## src/rtl/crtc_pkg.sv

```systemverilog
package crtc_pkg;
  localparam int CRTC_DW    = 8;
  localparam int CRTC_IW    = 4;
  localparam int CRTC_NSLOT = 9;

  typedef logic [CRTC_DW-1:0] cval_t;

  typedef enum logic [CRTC_IW-1:0] {
    IX_LINE_LAST = 4'd0,
    IX_H_SHOWN   = 4'd1,
    IX_HS_START  = 4'd2,
    IX_HS_WIDTH  = 4'd3,
    IX_ROW_LAST  = 4'd4,
    IX_ADJ_LINES = 4'd5,
    IX_V_SHOWN   = 4'd6,
    IX_VS_ROW    = 4'd7,
    IX_ROW_H     = 4'd9
  } crtc_idx_e;

  typedef struct packed {
    cval_t line_last;
    cval_t h_shown;
    cval_t hs_start;
    cval_t hs_width;
    cval_t row_last;
    cval_t adj_lines;
    cval_t v_shown;
    cval_t vs_row;
    cval_t row_h;
  } crtc_regs_t;

  // storage slot -> register index
  function automatic crtc_idx_e slot_index(input int s);
    case (s)
      0:       return IX_LINE_LAST;
      1:       return IX_H_SHOWN;
      2:       return IX_HS_START;
      3:       return IX_HS_WIDTH;
      4:       return IX_ROW_LAST;
      5:       return IX_ADJ_LINES;
      6:       return IX_V_SHOWN;
      7:       return IX_VS_ROW;
      default: return IX_ROW_H;
    endcase
  endfunction

  // reset contents: 40-column text timing, 262 lines
  function automatic cval_t slot_default(input int s);
    case (s)
      0:       return 8'h38;
      1:       return 8'h28;
      2:       return 8'h2D;
      3:       return 8'h0A;
      4:       return 8'h1F;
      5:       return 8'h06;
      6:       return 8'h19;
      7:       return 8'h1C;
      default: return 8'h07;
    endcase
  endfunction

  // pos inside [start, start+len), computed one bit wider
  function automatic logic in_window(input cval_t pos, input cval_t start, input cval_t len);
    logic [CRTC_DW:0] p, s, e;
    p = {1'b0, pos};
    s = {1'b0, start};
    e = s + {1'b0, len};
    return (p >= s) && (p < e);
  endfunction

  // true when cnt is the last step of a run of `limit` steps
  function automatic logic run_done(input cval_t cnt, input cval_t limit);
    return ({1'b0, cnt} + (CRTC_DW+1)'(1)) >= {1'b0, limit};
  endfunction
endpackage

```

## src/rtl/crtc_regfile.sv

```systemverilog
module crtc_regfile
  import crtc_pkg::*;
(
  input  logic       clk,
  input  logic       rst_n,
  input  logic       wr,
  input  logic       sel,
  input  cval_t      wdata,
  output crtc_regs_t regs
);
  logic [CRTC_IW-1:0] idx_q;
  cval_t              val [CRTC_NSLOT];

  always_ff @(posedge clk or negedge rst_n) begin
    if (!rst_n)          idx_q <= '0;
    else if (wr && !sel) idx_q <= wdata[CRTC_IW-1:0];
  end

  // one storage slot per implemented index; other indices have no slot
  for (genvar g = 0; g < CRTC_NSLOT; g++) begin : g_slot
    localparam crtc_idx_e MY_IX = slot_index(g);
    logic  hit;
    cval_t q;
    assign hit = wr && sel && (idx_q == MY_IX);
    always_ff @(posedge clk or negedge rst_n) begin
      if (!rst_n)   q <= slot_default(g);
      else if (hit) q <= wdata;
    end
    assign val[g] = q;
  end

  assign regs.line_last = val[0];
  assign regs.h_shown   = val[1];
  assign regs.hs_start  = val[2];
  assign regs.hs_width  = val[3];
  assign regs.row_last  = val[4];
  assign regs.adj_lines = val[5];
  assign regs.v_shown   = val[6];
  assign regs.vs_row    = val[7];
  assign regs.row_h     = val[8];
endmodule

```

## src/rtl/crtc_hcount.sv

```systemverilog
module crtc_hcount
  import crtc_pkg::*;
(
  input  logic  clk,
  input  logic  rst_n,
  input  cval_t line_last,
  input  cval_t h_shown,
  input  cval_t hs_start,
  input  cval_t hs_width,
  output cval_t h_pos,
  output logic  line_end,
  output logic  h_active,
  output logic  hsync
);
  // >= keeps the line bounded if the limit drops below the count
  assign line_end = (h_pos >= line_last);

  always_ff @(posedge clk or negedge rst_n) begin
    if (!rst_n)        h_pos <= '0;
    else if (line_end) h_pos <= '0;
    else               h_pos <= h_pos + cval_t'(1);
  end

  assign h_active = (h_pos < h_shown);
  assign hsync    = in_window(h_pos, hs_start, hs_width);
endmodule

```

## src/rtl/crtc_vcount.sv

```systemverilog
module crtc_vcount
  import crtc_pkg::*;
#(
  parameter int VSYNC_LINES = 16
) (
  input  logic  clk,
  input  logic  rst_n,
  input  logic  line_end,
  input  cval_t row_last,
  input  cval_t adj_lines,
  input  cval_t v_shown,
  input  cval_t vs_row,
  input  cval_t row_h,
  output logic  v_active,
  output logic  vsync,
  output logic  at_origin,
  output logic  frame_wrap
);
  localparam int VS_W = (VSYNC_LINES > 1) ? $clog2(VSYNC_LINES) : 1;

  cval_t sl, row, adj;
  logic  in_adj;
  cval_t sl_n, row_n, adj_n;
  logic  in_adj_n;
  logic  last_sl, rows_done, vs_hit;
  logic  vs_on;
  logic [VS_W-1:0] vs_cnt;

  assign last_sl    = (sl >= row_h);
  assign rows_done  = last_sl && (row >= row_last);
  assign frame_wrap = line_end &&
                      (in_adj ? run_done(adj, adj_lines) : (rows_done && (adj_lines == '0)));
  // entering the first scanline of the sync row
  assign vs_hit     = line_end && !in_adj && last_sl && !rows_done &&
                      ((row + cval_t'(1)) == vs_row);

  always_comb begin
    sl_n     = sl;
    row_n    = row;
    adj_n    = adj;
    in_adj_n = in_adj;
    if (frame_wrap) begin
      sl_n     = '0;
      row_n    = '0;
      adj_n    = '0;
      in_adj_n = 1'b0;
    end else if (line_end) begin
      if (in_adj) begin
        adj_n = adj + cval_t'(1);
      end else if (!last_sl) begin
        sl_n = sl + cval_t'(1);
      end else begin
        sl_n = '0;
        if (rows_done) begin
          in_adj_n = 1'b1;
          adj_n    = '0;
        end else begin
          row_n = row + cval_t'(1);
        end
      end
    end
  end

  always_ff @(posedge clk or negedge rst_n) begin
    if (!rst_n) begin
      sl     <= '0;
      row    <= '0;
      adj    <= '0;
      in_adj <= 1'b0;
    end else begin
      sl     <= sl_n;
      row    <= row_n;
      adj    <= adj_n;
      in_adj <= in_adj_n;
    end
  end

  // fixed-length sync; the frame boundary takes priority over everything
  always_ff @(posedge clk or negedge rst_n) begin
    if (!rst_n) begin
      vs_on  <= 1'b0;
      vs_cnt <= '0;
    end else if (frame_wrap) begin
      vs_on  <= 1'b0;
      vs_cnt <= '0;
    end else if (vs_hit) begin
      vs_on  <= 1'b1;
      vs_cnt <= '0;
    end else if (line_end && vs_on) begin
      if (vs_cnt == VS_W'(VSYNC_LINES - 1)) vs_on  <= 1'b0;
      else                                  vs_cnt <= vs_cnt + VS_W'(1);
    end
  end

  assign vsync     = vs_on;
  assign v_active  = !in_adj && (row < v_shown);
  assign at_origin = !in_adj && (row == '0) && (sl == '0);
endmodule

```

## src/rtl/crtc_timing.sv

```systemverilog
module crtc_timing
  import crtc_pkg::*;
#(
  parameter int VSYNC_LINES = 16
) (
  input  logic               clk,
  input  logic               rst_n,
  input  logic               reg_wr,
  input  logic               reg_sel,
  input  logic [CRTC_DW-1:0] reg_wdata,
  output logic               hsync,
  output logic               vsync,
  output logic               disp_en,
  output logic               frame_start
);
  crtc_regs_t regs;
  cval_t      h_pos;
  logic       line_end, h_active, v_active, at_origin, frame_wrap;

  crtc_regfile u_regs (
    .clk   (clk),
    .rst_n (rst_n),
    .wr    (reg_wr),
    .sel   (reg_sel),
    .wdata (reg_wdata),
    .regs  (regs)
  );

  crtc_hcount u_h (
    .clk       (clk),
    .rst_n     (rst_n),
    .line_last (regs.line_last),
    .h_shown   (regs.h_shown),
    .hs_start  (regs.hs_start),
    .hs_width  (regs.hs_width),
    .h_pos     (h_pos),
    .line_end  (line_end),
    .h_active  (h_active),
    .hsync     (hsync)
  );

  crtc_vcount #(.VSYNC_LINES(VSYNC_LINES)) u_v (
    .clk        (clk),
    .rst_n      (rst_n),
    .line_end   (line_end),
    .row_last   (regs.row_last),
    .adj_lines  (regs.adj_lines),
    .v_shown    (regs.v_shown),
    .vs_row     (regs.vs_row),
    .row_h      (regs.row_h),
    .v_active   (v_active),
    .vsync      (vsync),
    .at_origin  (at_origin),
    .frame_wrap (frame_wrap)
  );

  assign frame_start = at_origin && (h_pos == '0);
  assign disp_en     = h_active && v_active;
endmodule

```

## config.mk

```make
export PLATFORM = sky130hd
export DESIGN_NAME = crtc_timing
export DESIGN_NICKNAME = d
export VERILOG_FILES = /design/src/rtl/crtc_pkg.sv /design/src/rtl/crtc_regfile.sv /design/src/rtl/crtc_hcount.sv /design/src/rtl/crtc_vcount.sv /design/src/rtl/crtc_timing.sv
export SDC_FILE = /design/constraint.sdc
export NUM_CORES = 1
export LEC_CHECK = 0
export BUFFER_PORTS_ARGS = -buffer_cell sky130_fd_sc_hd__buf_2
export CORE_ASPECT_RATIO = 0.6
export CORE_MARGIN = 2
export CORE_UTILIZATION = 30
export CTS_BUF_LIST = sky130_fd_sc_hd__clkbuf_4 sky130_fd_sc_hd__clkbuf_8
export DETAILED_ROUTE_END_ITERATION = 16
export GPL_TIMING_DRIVEN = 0
export PLACE_DENSITY = 0.52
export SYNTH_ARGS = -nofsm -noshare
export SYNTH_HDL_FRONTEND = slang
export SYNTH_HIERARCHICAL = 1
export SYNTH_SLANG_ARGS = --single-unit
```

## constraint.sdc

```tcl
create_clock -name clk -period 3.8 [get_ports clk]
set_input_delay 0.76 -clock clk [delete_from_list [all_inputs] [get_ports clk]]
set_output_delay 0.76 -clock clk [all_outputs]
set_load 0.05 [all_outputs]
```

==> results.yml, run 1 <==
die:
  die_h_um: 123.2
  ioPinCount: 16
  die_w_um: 202.7
  initial_utilization: 0.3065
  die_area_um2: 24980
  fp-row-count: 43
  fp.coreArea_um2: 23190
yosys:
  yosysTopAreaCell: "dfrtp_1"
  syn_area_um2: 7108
  synthTopCellsByCount: "dfrtp_1 (87), ha_1 (76), inv_1 (62)"
  synth_cell_types: 73
  synth-async-reset-ratio: 1.000
  yosysMostFrequentCell: "dfrtp_1"
  avgSynthCellArea_um2: 10.87
  synth-seq-cells: 114
  synth_area_leaders: "dfrtp_1 (31%), ha_1 (13%), dfstp_2 (10%)"
  synth_ff_type: "dfrtp_1"
  synthCells: 654
  synth_edf_count: 0
  synth_seq_area_share: 0.4061
  ys.warnings.count: 6
  synth_top_area_frac: 0.3063
  synth_nets: 743
worst_setup_path:
  endpoint_kind: "primary output"
  crit_path_start_kind: "flip-flop"
  worstSetupPathType: "flip-flop to primary output"
  crit_top_cell: "ha_4"
  critPathSlowestCell: "dfstp_2"
  slowest_delay_ns: 0.56
  crit_required_ns: 3.04
  path_cells: "ha_4, inv_2, fa_2, nor2b_4, o31ai_4, nand2_1, a211oi_1, or2_1, ha_4, nand4_1, a21o_1, a311oi_2, a2bb2oi_2, buf_6"
  cp_max_fo: 3
  cp.arrival_ns: 3.29
final_layout:
  postLayoutCoreUtil: 0.3491
  syn_to_final_growth_pct: 13.89
  drive_gt1_frac: 0.2829
  fin_nets: 776
sta:
  slew_headroom: 0.4933
  rsz0062_at_grt: "yes"
  setup_viol: 1
  worst_pin_slew_ns: 0.7600
  hold_ws_ns: 0.2139
  period_share: 1.067
  slew_viol_final: 0
  fmax_ghz: 0.2466
  finalClockSkew_ns: 0.02234
  fin_ws_ns: -0.2546
  hold_viol: 0
  min_period_ns: 4.055
detailed_routing:
  wl_mm: 17.12
  vias: 4859
  postRouteAntennaNets: 0
  first_iter_violations: 310
  drc: 0
  vias_per_cell: 4.782
  dr.pass1.iters: 5
  wl_per_cell_um: 16.85
min_path:
  min_path_type: "input port to asynchronous set/reset pin"
pwr:
  p_per_area_nw_per_um2: 705.0
  p_leak_nw: 3.738
  irDropWorstVdd_v: 0.0002395
run:
  maxCapViolCount: 0
place:
  portBuffers: 11
  dpl.hpwl_mm: 12.40
  pre_cts_ws_ns: -0.1418
  place_congestion: 0.8176
global_route:
  grt_pass1_wl_mm: 28.04
  grt_pass1_vias: 4716
  grt_overflow_total: 0
  antenna_found_initial: 0
  track_usage: 0.1495
  grt_max_degree: 77
clocking:
  htreeDepth: 4
  clk_path_buf_depth: 2
  clk_pin_slew_worst_paths_ns: 0.08
  worstSkewPairLatency_ns: 0.45
  cts_buffers: 17
  cts_tree: "built"
  cts_root_buffer: "clkbuf_8"
  cts.sinks: 114
run_status:
  violations: "negative setup slack"
  status: "finished, violations left"
==> per-stage QoR <==
step	instance area, um2	setup TNS, ns	instances	total power, mW
3_5_place_dp	7597	-0.1418	981	4.426
4_1_cts	8075	-0.3302	1015	5.714
2_1_floorplan	7114	0	654	3.775
3_3_place_gp	7564	-0.1540	980	4.398
6_report	8095	-0.2546	1016	5.707
5_1_grt	8093	-0.4025	1015	6.216
==> worst paths after layout <==
kind                                                    from                           endpoint  slack, ns  cells after the start
min reg2reg                u_regs/g_slot[6].q[1]$_DFFE_PN0P_  u_regs/g_slot[6].q[1]$_DFFE_PN0P_       0.51                      1
max                        u_regs/g_slot[2].q[0]$_DFFE_PN1P_                              hsync      -0.25                     14
max reg2reg                           u_v/adj[0]$_DFFE_PN0P_             u_v/row[7]$_DFFE_PN0P_       0.19                     14
min in group clk           u_regs/g_slot[6].q[1]$_DFFE_PN0P_  u_regs/g_slot[6].q[1]$_DFFE_PN0P_       0.51                      1
max in group asynchronous                              rst_n  u_regs/g_slot[4].q[1]$_DFFE_PN1P_       2.81                      2
min                                                    rst_n  u_regs/g_slot[0].q[6]$_DFFE_PN0P_       0.21                      1
==> area by class of cell <==
type | count | area, um2
Sequential cell | 114 | 2889
Antenna cell | 1 | 2.502
Clock inverter | 11 | 112.6
Timing Repair Buffer | 15 | 120.1
Tap cell | 315 | 394.1
Clock buffer | 21 | 276.5
Buffer | 16 | 103.9
Multi-Input combinational cell | 459 | 3954
Inverter | 64 | 242.7
Fill cell | 2314 | 15090
==> where the power goes <==
group	switching [mW]	leakage [nW]	internal [mW]	total, mW
Sequential	0.405	1.39	1.70	2.10
Clock	0.530	0.198	0.624	1.15
Combinational	1.28	2.15	1.17	2.45
==> worst max-delay path, delay by kind of cell (launching register included) <==
family	cells	cell delay, ns
and+or+nand+nor	4	0.59
DFF	1	0.56
buffers and inverters	2	0.20
AOI/OAI and AO/OA	5	0.70
adders and majority gates	3	0.79
==> cell families (layout without fill, tap and decap cells) <==
group | count (synthesis) | after routing | share of synthesized area
AO/OA/AOI/OAI | 112 | 112 | 0.1068
other | 0 | 1 | 0
buffers and inverters | 81 | 127 | 0.04911
flip-flops | 114 | 114 | 0.4061
XOR/XNOR | 29 | 29 | 0.03573
adder cells (fa/ha/maj) | 77 | 77 | 0.1366
AND/OR/NAND/NOR | 164 | 164 | 0.1313
multiplexers | 77 | 77 | 0.1343
==> state kept, by name, indices dropped and copies added (netlist names) <==
| register | flops |
|---|---|
| u_v/adj | 8 |
| u_regs/idx_q | 4 |
| u_v/vsync | 1 |
| u_h/h_pos | 8 |
| u_v/in_adj | 1 |
| u_v/row | 8 |
| u_v/sl | 8 |
| u_v/vs_cnt | 4 |
| u_regs/g_slot.q | 72 |
==> layer usage <==
metal	vias up	part of all wire	global-route usage	routed length, um
li1	2402	-	-	-
met1	2370	0.58	0.2514	9958
met2	79	0.35	0.1819	6037
met3	8	0.061	0.03137	1044
met4	0	0.0048	0.03832	83
met5	-	0	0	0
==> repair_timing <==
action / 4_1_cts / 5_1_grt
buffers inserted: 2 / 1
endpoints found under the setup margin: 3 / 14
resized for setup: 15 / 9
hold buffers: 0 / 0
pin swaps: 8 / 3
==> placed cells by master, fill, tap and decap left out, drive strengths merged, types with 5 or more instances in the layout <==
cell    synthesis  final
buf            10     24
nand3          20     20
clkbuf          7     28
dfstp          27     27
o31ai           7      7
and3           10     10
mux2           75     75
nand4          11     11
o21ai          30     30
nor2b           5      5
nor3            9      9
xnor2          16     16
ha             76     76
clkinv          0      6
nand2          30     30
a21oi          18     18
inv            64     64
xor2           13     13
dfrtp          87     87
nor2           36     36
a21o           14     14
or2             6      6
nand2b         13     13
a22o            6      6
Power figures use the tool's default switching activity.
==> inputs of run 2 (changes only) <==
--- a/config.mk
+++ b/config.mk
@@ -12,7 +12,6 @@
 export CTS_BUF_LIST = sky130_fd_sc_hd__clkbuf_4 sky130_fd_sc_hd__clkbuf_8
 export DETAILED_ROUTE_END_ITERATION = 16
 export GPL_TIMING_DRIVEN = 0
-export PLACE_DENSITY = 0.52
 export SYNTH_ARGS = -nofsm -noshare
 export SYNTH_HDL_FRONTEND = slang
 export SYNTH_HIERARCHICAL = 1
==> run 2 against run 1 <==
  * The run still ends with negative setup slack left
  * Non-clock buffer count up 4
  * Wire length down 0.68%
  * Largest power group unchanged
  * Highest routed layer unchanged
  * Via count grew 2.1%
  * Sequential power about the same
  * Critical endpoint unchanged
  * Global-route usage shrank 0.62 points
  * Worst hold slack got worse by 0.051 ns
  * Clock power is 13% higher
  * Final cell count increased by 0.39%
  * Critical path type unchanged
  * Combinational power hardly changed
  * First-iteration DRC count down 0.65%
  * Worst setup slack better by 0.020 ns
  * Power grew 2.4%
==> results.yml, run 2 (synthesis results as in run 1) <==
sta:
  slew_viol_final: 0
  finalClockSkew_ns: 0.01657
  period_share: 1.062
  fmax_ghz: 0.2478
  min_period_ns: 4.035
  hold_viol: 0
  worst_pin_slew_ns: 0.7330
  rsz0062_at_grt: "yes"
  slew_headroom: 0.5113
  fin_ws_ns: -0.2350
  setup_viol: 1
place:
  place_congestion: 0.8200
  dp_cells: 981
  portBuffers: 11
  dpl.hpwl_mm: 12.01
clocking:
  cts.sinks: 114
  cts_buffers: 17
  clk_pin_slew_worst_paths_ns: 0.08
  clk_path_buf_depth: 2
  htreeDepth: 4
  cts_root_buffer: "clkbuf_8"
  cts_tree: "built"
  worstSkewPairLatency_ns: 0.43
final_layout:
  largest_reg_flops: 72
  num-fill-cells: 2315
  fin_cells: 1020
  postLayoutCoreUtil: 0.3531
  syn_to_final_growth_pct: 15.19
  layout_commonest_cell: "dfrtp_1"
  top_register: "u_regs/g_slot.q"
  final_cell_mix: "dfrtp_1 (86), ha_1 (73), inv_1 (61)"
  drive_gt1_frac: 0.2855
  fin_nets: 780
worst_setup_path:
  crit_family: "adder cells"
  crit_buf_inv: 2
  cp_max_fo: 3
  crit_top_cell: "ha_4"
  crit_required_ns: 3.04
  crit_path_start_kind: "flip-flop"
  path_cells: "ha_4, inv_2, fa_2, nor2b_4, o31ai_4, nand2_1, a211oi_2, or2_1, ha_4, nand4_1, a21o_1, a311oi_2, a2bb2oi_2, buf_6"
  worstSetupPathType: "flip-flop to primary output"
  critPathSlowestCell: "dfstp_2"
  slowest_delay_ns: 0.56
  endpoint_kind: "primary output"
  cp.arrival_ns: 3.27
global_route:
  grt_max_degree: 96
  grt_pass1_vias: 4975
  grt_pass1_wl_mm: 27.74
  antenna_found_initial: 0
  track_usage: 0.1433
  grt_overflow_total: 0
pwr:
  p_sw_mw: 2.185
  p_leak_nw: 3.794
  p_per_area_nw_per_um2: 713.8
  p_seq_frac: 0.358
  swShare: 0.3739
  irDropWorstVdd_v: 0.0002259
  p_clk_frac: 0.223
  pwr-share-comb: 0.419
  internal-power_mw: 3.660
detailed_routing:
  wl_per_cell_um: 16.67
  wl_mm: 17.01
  first_iter_violations: 308
  postRouteAntennaNets: 0
  dr.pass1.iters: 5
  vias: 4963
  vias_per_cell: 4.866
  drc: 0
die:
  ioPinCount: 16
  die_area_um2: 24980
  die_w_um: 202.7
  die_h_um: 123.2
  fp-row-count: 43
  initial_utilization: 0.3065
  fp.coreArea_um2: 23190
run_status:
  violations: "negative setup slack"
  status: "finished, violations left"
min_path:
  min_path_type: "input port to asynchronous set/reset pin"
run:
  maxCapViolCount: 0
run 2: cell count changes in the layout (fill, tap and decap cells not counted), moves of 2 or more:
cell	delta
clkinv_2	-4
clkinvlp_4	-2
bufinv_16	+2
clkinv_4	+2
buf_4	+3
run 2: timing repair:
action / in CTS / in global routing
buffers inserted: 2 / 4
pin swaps: 9 / 4
resized for setup: 13 / 9
hold buffers: 0 / 0
endpoints found under the setup margin: 2 / 14
run 2: cell type report:
type	count	area, um2	area share
Multi-Input combinational cell	459	3966	0.4844
Sequential cell	114	2888	0.3527
Tap cell	315	394.1	0.04814
Clock buffer	23	291.5	0.03561
Inverter	64	242.7	0.02965
Clock inverter	9	155.1	0.01895
Timing Repair Buffer	18	140.1	0.01711
Buffer	17	107.6	0.01314
Antenna cell	1	2.502	0.0003056
run 2: path summary, 6_finish.rpt:
kind	from	cells after the start	endpoint	slack [ns]
min reg2reg	u_regs/g_slot[4].q[5]$_DFFE_PN0P_	1	u_regs/g_slot[4].q[5]$_DFFE_PN0P_	0.51
max	u_regs/g_slot[2].q[0]$_DFFE_PN1P_	14	hsync	-0.23
min in group clk	u_regs/g_slot[4].q[5]$_DFFE_PN0P_	1	u_regs/g_slot[4].q[5]$_DFFE_PN0P_	0.51
max in group asynchronous	rst_n	2	u_regs/g_slot[3].q[3]$_DFFE_PN1P_	2.86
min	rst_n	1	u_h/h_pos[4]$_DFF_PN0_	0.16
max reg2reg	u_v/adj[1]$_DFFE_PN0P_	14	u_v/row[7]$_DFFE_PN0P_	0.22
run 2: metal layers:
metal | routed length (um) | GRT usage
met4 | 106 | 0.03148
met3 | 943 | 0.02820
met2 | 6640 | 0.1976
met1 | 9317 | 0.2260
met5 | 0 | 0
run 2: power groups by stage:
stage | combinational [mW] | clock [mW] | sequential, mW
floorplan | 1.80 | 0 | 1.97
global placement | 2.23 | 0 | 2.09
detailed placement | 2.30 | 0 | 2.10
CTS | 2.38 | 1.34 | 2.09
global route | 2.78 | 1.38 | 2.16
finish | 2.45 | 1.30 | 2.09
run 2: through the flow:
| step | total power [mW] | setup TNS (ns) | setup WS, ns | cell area, um2 | hold slack [ns] |
|---|---|---|---|---|---|
| finish | 5.845 | -0.2350 | -0.2350 | 8188 | 0.1629 |
| global route | 6.317 | -0.3671 | -0.3671 | 8185 | 0.1618 |
| CTS | 5.812 | -0.2685 | -0.2685 | 8127 | 0.1489 |
| detailed placement | 4.398 | -0.09288 | -0.09288 | 7597 | 0.4945 |
| global placement | 4.319 | -0.04825 | -0.04825 | 7564 | 0.4871 |
| floorplan | 3.775 | 0 | 0.2611 | 7114 | 0.4644 |
